--- src/rtl/spi_regport.sv ---
module spi_regport #(
  parameter int CNT_W = 24,
  parameter logic [6:0] INST_ADDR = 7'h30,
  localparam int WIDE_W = ((CNT_W > 24) ? CNT_W : 24) + 2
) (
  input  logic              clk,
  input  logic              rst_n,
  input  logic              spi_sck,
  input  logic              spi_cs_n,
  input  logic              spi_mosi,
  output logic              spi_miso,
  output logic              spi_miso_oe,
  output logic [6:0]        reg_addr,
  output logic [7:0]        reg_wdata,
  output logic              reg_wr,
  output logic              reg_rd,
  input  logic [7:0]        reg_rdata,
  input  logic [WIDE_W-1:0] wide_data,
  output logic [1:0]        act,
  output logic [4:0]        inst_pulse
);
  localparam int OW = $clog2(WIDE_W + 1);
  localparam int SH_CNT = WIDE_W - (CNT_W + 2);
  localparam int SH_MEAS = WIDE_W - 26;
  localparam logic [OW-1:0] LEN_CNT = OW'(CNT_W + 2);
  localparam logic [OW-1:0] LEN_MEAS = OW'(26);
  localparam logic [OW-1:0] LEN_BYTE = OW'(8);

  logic [2:0] sck_s, cs_s;
  logic [1:0] mosi_s;
  logic       sel, rise, fall, mosi_b;

  logic [2:0]        bit_cnt;
  logic              have_cmd, is_rd, wide_mode;
  logic              load_pend, wr_pend, miso_q;
  logic [6:0]        addr, in_sh;
  logic [7:0]        wr_byte;
  logic [WIDE_W-1:0] out_sh;
  logic [OW-1:0]     out_left;
  logic [7:0]        byte_now;
  logic              addr_cnt, addr_meas;

  assign sel    = ~cs_s[1];
  assign rise   = sel & sck_s[1] & ~sck_s[2];
  assign fall   = sel & ~sck_s[1] & sck_s[2];
  assign mosi_b = mosi_s[1];
  assign byte_now = {in_sh, mosi_b};

  assign addr_cnt  = (addr == 7'h08);
  assign addr_meas = (addr == 7'h0A) | (addr == 7'h0C) | (addr == 7'h0E);

  assign reg_addr    = addr;
  assign reg_wdata   = wr_byte;
  assign reg_wr      = wr_pend & (addr != INST_ADDR);
  assign reg_rd      = load_pend;
  assign inst_pulse  = (wr_pend && addr == INST_ADDR) ? wr_byte[4:0] : 5'd0;
  assign spi_miso    = miso_q;
  assign spi_miso_oe = sel;

  always_ff @(posedge clk or negedge rst_n) begin
    if (!rst_n) begin
      sck_s  <= 3'b000;
      cs_s   <= 3'b111;
      mosi_s <= 2'b00;
    end else begin
      sck_s  <= {sck_s[1:0], spi_sck};
      cs_s   <= {cs_s[1:0], spi_cs_n};
      mosi_s <= {mosi_s[0], spi_mosi};
    end
  end

  always_ff @(posedge clk or negedge rst_n) begin
    if (!rst_n) begin
      bit_cnt   <= '0;
      have_cmd  <= 1'b0;
      is_rd     <= 1'b0;
      wide_mode <= 1'b0;
      load_pend <= 1'b0;
      wr_pend   <= 1'b0;
      miso_q    <= 1'b0;
      addr      <= '0;
      in_sh     <= '0;
      wr_byte   <= '0;
      out_sh    <= '0;
      out_left  <= '0;
      act       <= 2'b00;
    end else begin
      if (wr_pend) begin
        wr_pend <= 1'b0;
        if (addr == INST_ADDR) act <= wr_byte[6:5];
        addr <= addr + 7'd1;
      end
      if (load_pend) begin
        load_pend <= 1'b0;
        if (addr_cnt) begin
          out_sh    <= wide_data << SH_CNT;
          out_left  <= LEN_CNT;
          wide_mode <= 1'b1;
        end else if (addr_meas) begin
          out_sh    <= wide_data << SH_MEAS;
          out_left  <= LEN_MEAS;
          wide_mode <= 1'b1;
        end else begin
          out_sh    <= {reg_rdata, {(WIDE_W-8){1'b0}}};
          out_left  <= LEN_BYTE;
          wide_mode <= 1'b0;
          addr      <= addr + 7'd1;
        end
      end
      if (!sel) begin
        bit_cnt   <= '0;
        have_cmd  <= 1'b0;
        is_rd     <= 1'b0;
        wide_mode <= 1'b0;
        load_pend <= 1'b0;
        miso_q    <= 1'b0;
        out_left  <= '0;
      end else if (rise) begin
        in_sh   <= byte_now[6:0];
        bit_cnt <= bit_cnt + 3'd1;
        if (bit_cnt == 3'd7) begin
          if (!have_cmd) begin
            have_cmd  <= 1'b1;
            is_rd     <= byte_now[7];
            addr      <= byte_now[6:0];
            load_pend <= byte_now[7];
          end else if (!is_rd) begin
            wr_pend <= 1'b1;
            wr_byte <= byte_now;
          end
        end
      end else if (fall && have_cmd && is_rd) begin
        if (out_left != '0) begin
          miso_q   <= out_sh[WIDE_W-1];
          out_sh   <= out_sh << 1;
          out_left <= out_left - 1'b1;
          if (out_left == OW'(1) && !wide_mode) load_pend <= 1'b1;
        end else begin
          miso_q <= 1'b0;
        end
      end
    end
  end


  wr_single_chk: assert property (@(posedge clk) disable iff (!rst_n)
    reg_wr |=> !reg_wr);


  rd_single_chk: assert property (@(posedge clk) disable iff (!rst_n)
    reg_rd |=> !reg_rd);


  inst_self_clear_chk: assert property (@(posedge clk) disable iff (!rst_n)
    (inst_pulse != 5'd0) |=> (inst_pulse == 5'd0));


  no_write_in_read_chk: assert property (@(posedge clk) disable iff (!rst_n)
    reg_wr |-> (have_cmd && !is_rd));


  deselect_clears_chk: assert property (@(posedge clk) disable iff (!rst_n)
    $rose(cs_s[1]) |=> (bit_cnt == 3'd0 && !have_cmd && !spi_miso));


  out_on_fall_only_chk: assert property (@(posedge clk) disable iff (!rst_n)
    (sel && !fall && !load_pend) |=> $stable(spi_miso));
endmodule

--- config.mk ---
export PLATFORM = sky130hd
export DESIGN_NAME = spi_regport
export DESIGN_NICKNAME = d
export VERILOG_FILES = /design/src/rtl/spi_regport.sv
export SDC_FILE = /design/constraint.sdc
export NUM_CORES = 1
export LEC_CHECK = 0
export BUFFER_PORTS_ARGS = -buffer_cell sky130_fd_sc_hd__buf_2
export CAP_MARGIN = 40
export CORE_MARGIN = 1.5
export CORE_UTILIZATION = 50
export DETAILED_ROUTE_END_ITERATION = 16
export PLACE_DENSITY = 0.82
export SLEW_MARGIN = 0
export SYNTH_ARGS = -nofsm -noshare
export SYNTH_HDL_FRONTEND = slang
export SYNTH_SLANG_ARGS = --single-unit
--- constraint.sdc ---
create_clock -name clk -period 1.83 [get_ports clk]
set_input_delay 0.0915 -clock clk [delete_from_list [all_inputs] [get_ports clk]]
set_output_delay 0.0915 -clock clk [all_outputs]
set_load 0.05 [all_outputs]
Word-level counts from Yosys, hierarchy flattened:

Cells that the tools add are included.

* mux-type cells: 52
* reduce and logical (&&, ||, !) cells: 16
* bitwise operators: 11
* eq/ne operators: 10
* add/subtract/negate cells: 3

Operators by type and width (count)
* $mux 26: 7
* $mux 7: 8
* $mux 5: 8
* $eq 7x4->1 const B: 4
* $mux 1: 27
* $reduce_and 2->1: 4
* $reduce_bool 2->1: 4
* $add 7x1->7 const B: 1
* $eq 7x6->1 const B: 1
* $ne 7x6->1 const B: 1
* $mux 3: 2
* $and 1x1->1: 5
* $eq 5x1->1 const B: 1
* $reduce_and 5->1: 1
* $reduce_bool 5->1: 1
* $sub 5x1->5 const B: 1
* $logic_and 1x1->1: 4
* $ne 2x2->1 const B: 2
* $not 1->1: 4
* $add 3x1->3 const B: 1
* $eq 3x3->1 const B: 1
* $reduce_and 3->1: 1
* $or 1x1->1: 2
* $logic_not 1->1: 1

* input bits: 39
* flip-flop bits (word level): 71
* logic and storage cells: 108

Logic depth before layout (Yosys ltp):

Gate-level depths: netlist of run 1.

* word-level depth: 10
* gate-level depth with buffers: 7

Worst setup path before layout of run 1:

OpenSTA, ideal clock, no wires.

* path kind: register to register
* start: register addr[0] (netlist: reg_addr[0])
* end: register addr[5] (netlist: reg_addr[5])
* required time: 1706 ps
* setup slack: -485 ps
* cell stages (with the launch flop): 7
* library setup time: 124 ps
* path buffers: 0
* data arrival time: 2191 ps
* path through: dfrtp_1 > inv_1 > ha_1 > o21ba_4 > a2111oi_4 > a41oi_1 > o31a_1

* word-level cells in the longest chain between the ends: 10
* elaborated cells between the ends (all ways): 15
* classes of those cells: add/sub: 1; eq/ne: 4; mux: 8; bitwise: 2

Ends and longest elaborated chain
* from (decl): RTL line 36 `logic [6:0] addr, in_sh;`
* from (signal assigned): RTL line 91 `addr <= addr + 7'd1;`
* from (signal assigned): RTL line 107 `addr <= addr + 7'd1;`
* from (signal assigned): RTL line 125 `addr <= byte_now[6:0];`
* branches (longest 5 deep; another with $add 7x1->7)
* $mux 7 (*): RTL line 93 `if (load_pend) begin`
* $mux 7: RTL line 122 `if (!have_cmd) begin`
* $mux 7: RTL line 121 `if (bit_cnt == 3'd7) begin`
* $mux 7: RTL line 118 `end else if (rise) begin`
* $mux 7 (*): RTL line 110 `if (!sel) begin`

Every way passes the cells marked *.
A chain may end at the register's enable or synchronous reset.

Final worst setup path of run 1:

* start: register addr[1] (netlist: reg_addr[1])
* end: register addr[5] (netlist: reg_addr[5])

Same word-level chain as after synthesis.

==> metrics.md, run 1 <==
| Metric | Value |
|---|---|
| Status | complete, but fails checks |
| Failing checks | negative setup slack |
| Post-synthesis adder-cell area fraction | 2.810% |
| RSZ-0062 raised after global routing | true |
| Vias in the first global route | 2600 |
| Top Ports | 65 |
| Post-synth EDFFs | 0 |
| Chip Width | 87.41 um |
| Slew @ Worst Pin | 0.5347 ns |
| Final HPWL DP | 5.176 mm |
| Min-delay src | wide_data[12] |
| Met1 Track Usage GR | 28.58% |
| Final period util | 101.9% |
| Worst slew margin | 64.35% |
| Die height | 87.41 um |
| Starting Density | 52.14% |
| Most common cell after layout, fill and taps aside | dfrtp_1 |
| Worst Skew | 0.01075 ns |
| Residual DRC | 0 |
| Vias/cell | 5.343 |
| Compound-Gate Fraction of Synth Area | 14.09% |
| Row cnt | 30 |
| CP startpoint kind | flip-flop |
| Clock root buffer | clkbuf_8 |
| Synth Register Bits | 71 |
| Tot GR Track Use | 21.76% |
| Setup crit end kind | flip-flop |
| Post-synthesis mux area share | 9.659% |
| Pin count of the biggest net entering global routing | 52 |
| Worst vdd ir | 422.7 uV |
| CTS Buffer Depth | 2 |
| Most frequent cells in the layout | 64 x dfrtp_1, 58 x buf_2, 45 x nand2_1 |
| Global-route wire length before repair | 12.51 mm |
| Warnings from Yosys | 0 |
| Worst Path Max Fanout | 4 |
| H-tree depth | 3 |
| Min-Delay Path Depth | 3 |
| Final worst path period need | 1.864 ns |
| Initial antenna violation count | 0 |
| Via count | 2714 |
| Placed Cells incl. Taps | 477 |
| FF+latch area | 1785 um^2 |
| Core Util, Final | 66.01% |
| Yosys cell types | 51 |
| Final setup violation count | 1 |
| Syn_area_per_cell | 11.10 um^2 |
| Clk Latency, worst-skew pair | 0.34 ns |
| Multi-input logic area | 1703 um^2 |
| Clock Sinks | 71 |
| Fin. max-slew vios | 0 |
| Xor/xnor share of the synthesized area | 1.475% |
| Cells after Synth | 321 |
| Met3 track demand over resource | 4.171% |
| Routed wire per std cell | 15.16 um |
| Main combinational cell family by area after synthesis | simple AND/OR/NAND/NOR gates |
| Simple-Gate Fraction of Synth Area | 17.56% |
| R2R cell count | 6 |
| R2R setup slack | -0.03 ns |
| Hold Crit Class | input port to flip-flop |
| Max cap viols | 0 |
| Top FF cell, synth | dfrtp_1 |
| Final Wtd Congestion | 0.8466 |
| Final setup margin | -0.03417 ns |
| Post-Syn Nets | 368 |
| Share of layout cells above drive strength 1 | 37.14% |
| CTS buffer count | 9 |
| CORE AREA | 6832 um^2 |
| Fin cells | 508 |
| # nets final | 454 |
| CTS clock-pin slew for the worst setup and hold paths | 0.08 ns |
| Reg-to-reg endpoint | reg_addr[5] |
| DRT Wirelength | 7.703 mm |
| Synthesized cell area | 3562 um^2 |
| GRT met2 Usage | 34.69% |
| Initial DRC count | 153 |
| Total Power | 0.003217 W |
| Area Growth Syn to Fin | 26.59% |
| Asr flop ratio synth | 100.0% |
| Hold Vio Cnt, Final | 0 |
| Port bufs | 64 |
| Post-synthesis sequential area ratio | 49.95% |
| Worst Path Required | 2.06 ns |
| Ant. Diodes | 0 |
| Most Crowded Layer GR | met2 |
| Initial DRT Pass Iterations | 4 |
| Grt total ovfl | 0 |
| CTS tree | done |
| P per Cell Area | 713.3 nW/um^2 |
| Fmax achieved | 0.5364 GHz |
| RR Startpoint | reg_addr[1] |
| Post-route ant nets | 0 |
| Worst Setup Path Type | flip-flop to flip-flop |
| WHS Endpoint | out_sh[12] |
| Fillers | 559 |
| Leak pwr | 1.920 nW |
| Worst EP arrival | 2.09 ns |
| Die area | 7640 um^2 |
## routing by layer
layer	vias to the layer above	wire length [um]
li1	1316	-
met1	1341	3371
met2	49	3935
met3	8	288
met4	0	107
met5	-	0
## cells by family after synthesis
kind of cell | count (synthesis)
simple gates | 106
compound gates | 74
flops | 71
mux | 30
buf+inv | 26
fa+ha+maj | 8
xor+xnor | 6
## sequential cells by signal, indices dropped and copies added (netlist names), 2 cells and up
register	cells
mosi_s	2
bit_cnt	3
out_sh	26
reg_wdata	8
in_sh	7
out_left	5
reg_addr	7
cs_s	2
act	2
sck_s	3
## worst max-delay path by stage
stage                         end        start  depth (start not counted)  slack, ns
floorplan             reg_addr[5]  reg_addr[1]                          6      -0.08
global placement     reg_wdata[4]   bit_cnt[0]                          5       0.02
detailed placement   reg_wdata[7]   bit_cnt[0]                          5      -0.02
CTS                 inst_pulse[0]  reg_addr[1]                          7      -0.10
global route          reg_addr[5]  reg_addr[1]                          6      -0.09
finish                reg_addr[5]  reg_addr[1]                          6      -0.03
## metrics by stage
| step | hold WS, ns | instance area, um^2 | worst slack [ns] | TNS, ns |
|---|---|---|---|---|
| floorplan | -0.2041 | 3585 | -0.07887 | -0.1070 |
| global placement | 0.1266 | 4060 | 0.02469 | 0 |
| detailed placement | 0.1331 | 4060 | -0.01875 | -0.1245 |
| CTS | 0.03063 | 4405 | -0.1023 | -0.5611 |
| global route | 0.04955 | 4509 | -0.09061 | -0.4801 |
| finish | 0.04279 | 4509 | -0.03417 | -0.03417 |
## final cells by class
type / instances / area share [%]
Inverter: 9 / 0.8602
Clock inverter: 4 / 1.193
Sequential cell: 71 / 39.59
Tap cell: 96 / 2.664
Timing Repair Buffer: 92 / 14.48
Clock buffer: 12 / 3.441
Multi-Input combinational cell: 224 / 37.76
## timing repair
| item | 4_1_cts | 5_1_grt |
|---|---|---|
| endpoints found under the setup margin | 15 | 29 |
| hold buffers | 5 | 0 |
| endpoints found under the hold margin | 73 | 0 |
| pin swaps | 3 | 3 |
| cloned | 0 | 0 |
| setup buffers | 4 | 6 |
| gates resized for setup | 16 | 15 |
## power breakdown
part / switching (W) / internal [W] / total, W
logic: 0.0000768 / 0.000102 / 0.000178
clock network: 0.000590 / 0.000707 / 0.00130
registers: 0.0000980 / 0.00164 / 0.00174
total: 0.000765 / 0.00245 / 0.00322
## critical path, cell delays in order, from the launching register on
cell	delay (ns)
dfrtp_2	0.43
buf_6	0.13
ha_4	0.15
o21ba_4	0.21
a2111oi_4	0.41
a41oi_2	0.16
o31a_1	0.25
## synthesized netlist by cell type (2+ instances only)
library cell / instances / share of area, %
buf_4: 5 / 1.1
nand2_1: 46 / 4.8
or3_1: 2 / 0.35
nand2b_1: 3 / 0.53
dfrtp_1: 69 / 48
ha_1: 8 / 2.8
mux2i_1: 13 / 3.7
a21oi_1: 6 / 0.84
o21ai_0: 21 / 3.0
o211ai_1: 9 / 1.9
mux2_2: 11 / 3.5
nor2_1: 5 / 0.53
o21ai_1: 6 / 0.84
nor2b_1: 20 / 3.5
and3_2: 3 / 0.63
mux2_4: 6 / 2.5
a31oi_1: 18 / 3.2
and2_1: 2 / 0.35
buf_2: 6 / 0.84
inv_1: 9 / 0.95
xor2_1: 2 / 0.49
o22ai_1: 3 / 0.53
nand3b_1: 11 / 2.3
nor3_1: 3 / 0.42
xnor2_1: 4 / 0.98
dfstp_2: 2 / 1.5
clkbuf_1: 3 / 0.32
and3_1: 2 / 0.35
Power figures use the tool's default switching activity.
==> inputs of run 2 (changes only) <==
Settings changed: PLACE_DENSITY 0.82 to 0.76.
==> metrics.md, run 2 (synthesis gave the netlist of run 1 again) <==
| Metric | Value |
|---|---|
| Status | complete, but fails checks |
| Failing checks | negative setup slack |
| CTS clock-pin slew for the worst setup and hold paths | 0.08 ns (about the same) |
| Setup crit end kind | flip-flop |
| Final HPWL DP | 4.684 mm (-9.5%) |
| Worst EP arrival | 2.11 ns (+0.02 ns) |
| Port bufs | 64 (unchanged) |
| Final setup margin | -0.04046 ns (-0.006292 ns) |
| DRT Wirelength | 7.347 mm (-4.6%) |
| R2R cell count | 7 (+1) |
| Min-Delay Path Depth | 3 (unchanged) |
| Slew @ Worst Pin | 0.3837 ns (-0.1510 ns) |
| Vias/cell | 5.261 (-1.5%) |
| Die height | 87.41 um (unchanged) |
| TNS Setup | -0.04046 ns (-0.006292 ns) |
| P per Cell Area | 717.7 nW/um^2 (+0.62%) |
| Top Ports | 65 (unchanged) |
| Worst Setup Path Type | flip-flop to flip-flop |
| Int Pwr | 0.002528 W (+3.1%) |
| Placed Area | 4075 um^2 (+0.37%) |
| Most flops, register | out_sh |
| Initial DRT Pass Iterations | 4 (unchanged) |
| Max cap viols | 0 (unchanged) |
| Die area | 7640 um^2 (unchanged) |
| Routed wire per std cell | 14.18 um (-6.5%) |
| Final setup violation count | 1 (unchanged) |
| Seq pwr share | 52.3% (-1.8 points) |
| Share of layout cells above drive strength 1 | 37.91% (+0.78 points) |
| Post-route ant nets | 0 (unchanged) |
| Starting Density | 52.14% (unchanged) |
| Clock root buffer | clkbuf_8 |
| Worst vdd ir | 491.5 uV (+16%) |
| Pin count of the biggest net entering global routing | 49 (-5.8%) |
| Final Wtd Congestion | 0.7575 (-11%) |
| Vias in the first global route | 2575 (-0.96%) |
| H-tree depth | 3 (unchanged) |
| Area Growth Syn to Fin | 28.94% |
| Worst slew margin | 74.42% (+10 points) |
| Clock Sinks | 71 (unchanged) |
| Via count | 2725 (+0.41%) |
| Clk Latency, worst-skew pair | 0.35 ns (about the same) |
| Largest register FFs | 26 (unchanged) |
| Total Power | 0.003297 W (+2.5%) |
| Fillers | 540 (-3.4%) |
| Most frequent cells in the layout | 65 x dfrtp_1, 59 x buf_2, 44 x nand2_1 |
| Residual DRC | 0 (unchanged) |
| Fin. max-slew vios | 0 (unchanged) |
| Sw Share | 23.32% (-0.46 points) |
| CTS buffer count | 9 (unchanged) |
| Final instance area | 4593 um^2 (+1.9%) |
| Initial antenna violation count | 0 (unchanged) |
| Chip Width | 87.41 um (unchanged) |
| # nets final | 464 (+2.2%) |
| Fmax achieved | 0.5346 GHz (-0.34%) |
| Initial DRC count | 194 (+27%) |
| Final worst path period need | 1.870 ns (+0.006292 ns) |
| Clock Power Share | 42.0% (+1.7 points) |
| Leak pwr | 1.973 nW (+2.8%) |
| Worst Path Required | 2.07 ns (about the same) |
| Ant. Diodes | 0 (unchanged) |
| Hold Vio Cnt, Final | 0 (unchanged) |
| Row cnt | 30 (unchanged) |
| CP startpoint kind | flip-flop |
| Core Util, Final | 67.23% (+1.2 points) |
| Grt total ovfl | 0 (unchanged) |
| Global-route wire length before repair | 11.72 mm (-6.3%) |
| CTS Buffer Depth | 2 (unchanged) |
| Logic gate share of total power | 5.6% (about the same) |
| Worst Path Max Fanout | 4 (unchanged) |
| RSZ-0062 raised after global routing | true |
| Worst Skew | 0.008625 ns (-0.002128 ns) |
| Hold Crit Class | input port to flip-flop |
| Most common cell after layout, fill and taps aside | dfrtp_1 |
| P_sw | 0.0007689 W (+0.51%) |
| Final period util | 102.2% (+0.34 points) |
| CORE AREA | 6832 um^2 (unchanged) |
| CTS tree | done |
| Tot GR Track Use | 19.73% (-2.0 points) |
==> run 2: cell count changes in the layout (fill, tap and decap cells not counted), sizes merged <==
cell    previous run  this run
clkinv             1         0
inv                9        11
clkbuf            12        10
bufinv             1         2
buf               87        97
==> run 2: power by group through the flow <==
stage          sequential, W  combinational (W)  clock, W
6_report             0.00172           0.000186   0.00139
5_1_grt              0.00174           0.000207   0.00147
4_1_cts              0.00172           0.000186   0.00142
3_5_place_dp         0.00175           0.000176         0
3_3_place_gp         0.00175           0.000169         0
2_1_floorplan        0.00172          0.0000858         0
==> run 2: worst paths after layout <==
path,startpoint,endpoint,slack [ns]
min reg2reg,mosi_s[0],mosi_s[1],0.35
max in group asynchronous,rst_n,cs_s[0],1.18
max reg2reg,reg_addr[1],reg_addr[5],-0.04
min,wide_data[14],out_sh[14],0.03
max,reg_addr[1],reg_addr[5],-0.04
min in group asynchronous,rst_n,reg_wdata[6],0.11
==> run 2: layout make-up <==
| cell class | count | area [um^2] | share of cell area [%] |
|---|---|---|---|
| tap | 96 | 120.1 | 2.615 |
| timing repair buffer | 102 | 729.5 | 15.88 |
| clock buffer | 10 | 127.6 | 2.779 |
| inverter | 9 | 38.79 | 0.8445 |
| clock inverter | 6 | 92.59 | 2.016 |
| multi-input combinational | 224 | 1700 | 37.02 |
| sequential | 71 | 1784 | 38.84 |
==> run 2: worst max-delay path, cell delays in order, from the launching register on <==
cell,delay [ns]
dfrtp_2,0.41
inv_4,0.05
ha_4,0.17
buf_6,0.11
o21ba_4,0.23
a2111oi_4,0.36
a41oi_1,0.17
o31a_1,0.26
==> run 2: per-stage QoR <==
stage / setup slack, ns / hold WS [ns] / instances
finish: -0.04046 / 0.03377 / 518
global route: -0.06518 / 0.04163 / 518
CTS: -0.06005 / 0.02472 / 507
detailed placement: -0.03157 / -0.05306 / 479
global placement: 0.02929 / -0.05925 / 479
floorplan: -0.07887 / -0.2041 / 321
==> run 2: timing repair <==
action,4_1_cts,5_1_grt
setup endpoints to repair,15,19
hold buffers,5,0
endpoints found under the hold margin,73,0
resized for setup,19,10
setup buffers,7,11
pin swaps,2,4
==> run 2: metal layers <==
layer	routed length [um]	up-vias	global-route usage, %
met4	77	0	7.359
met5	0	-	0
met2	3656	81	31.47
li1	-	1326	-
met3	324	10	4.834
met1	3289	1308	26.06
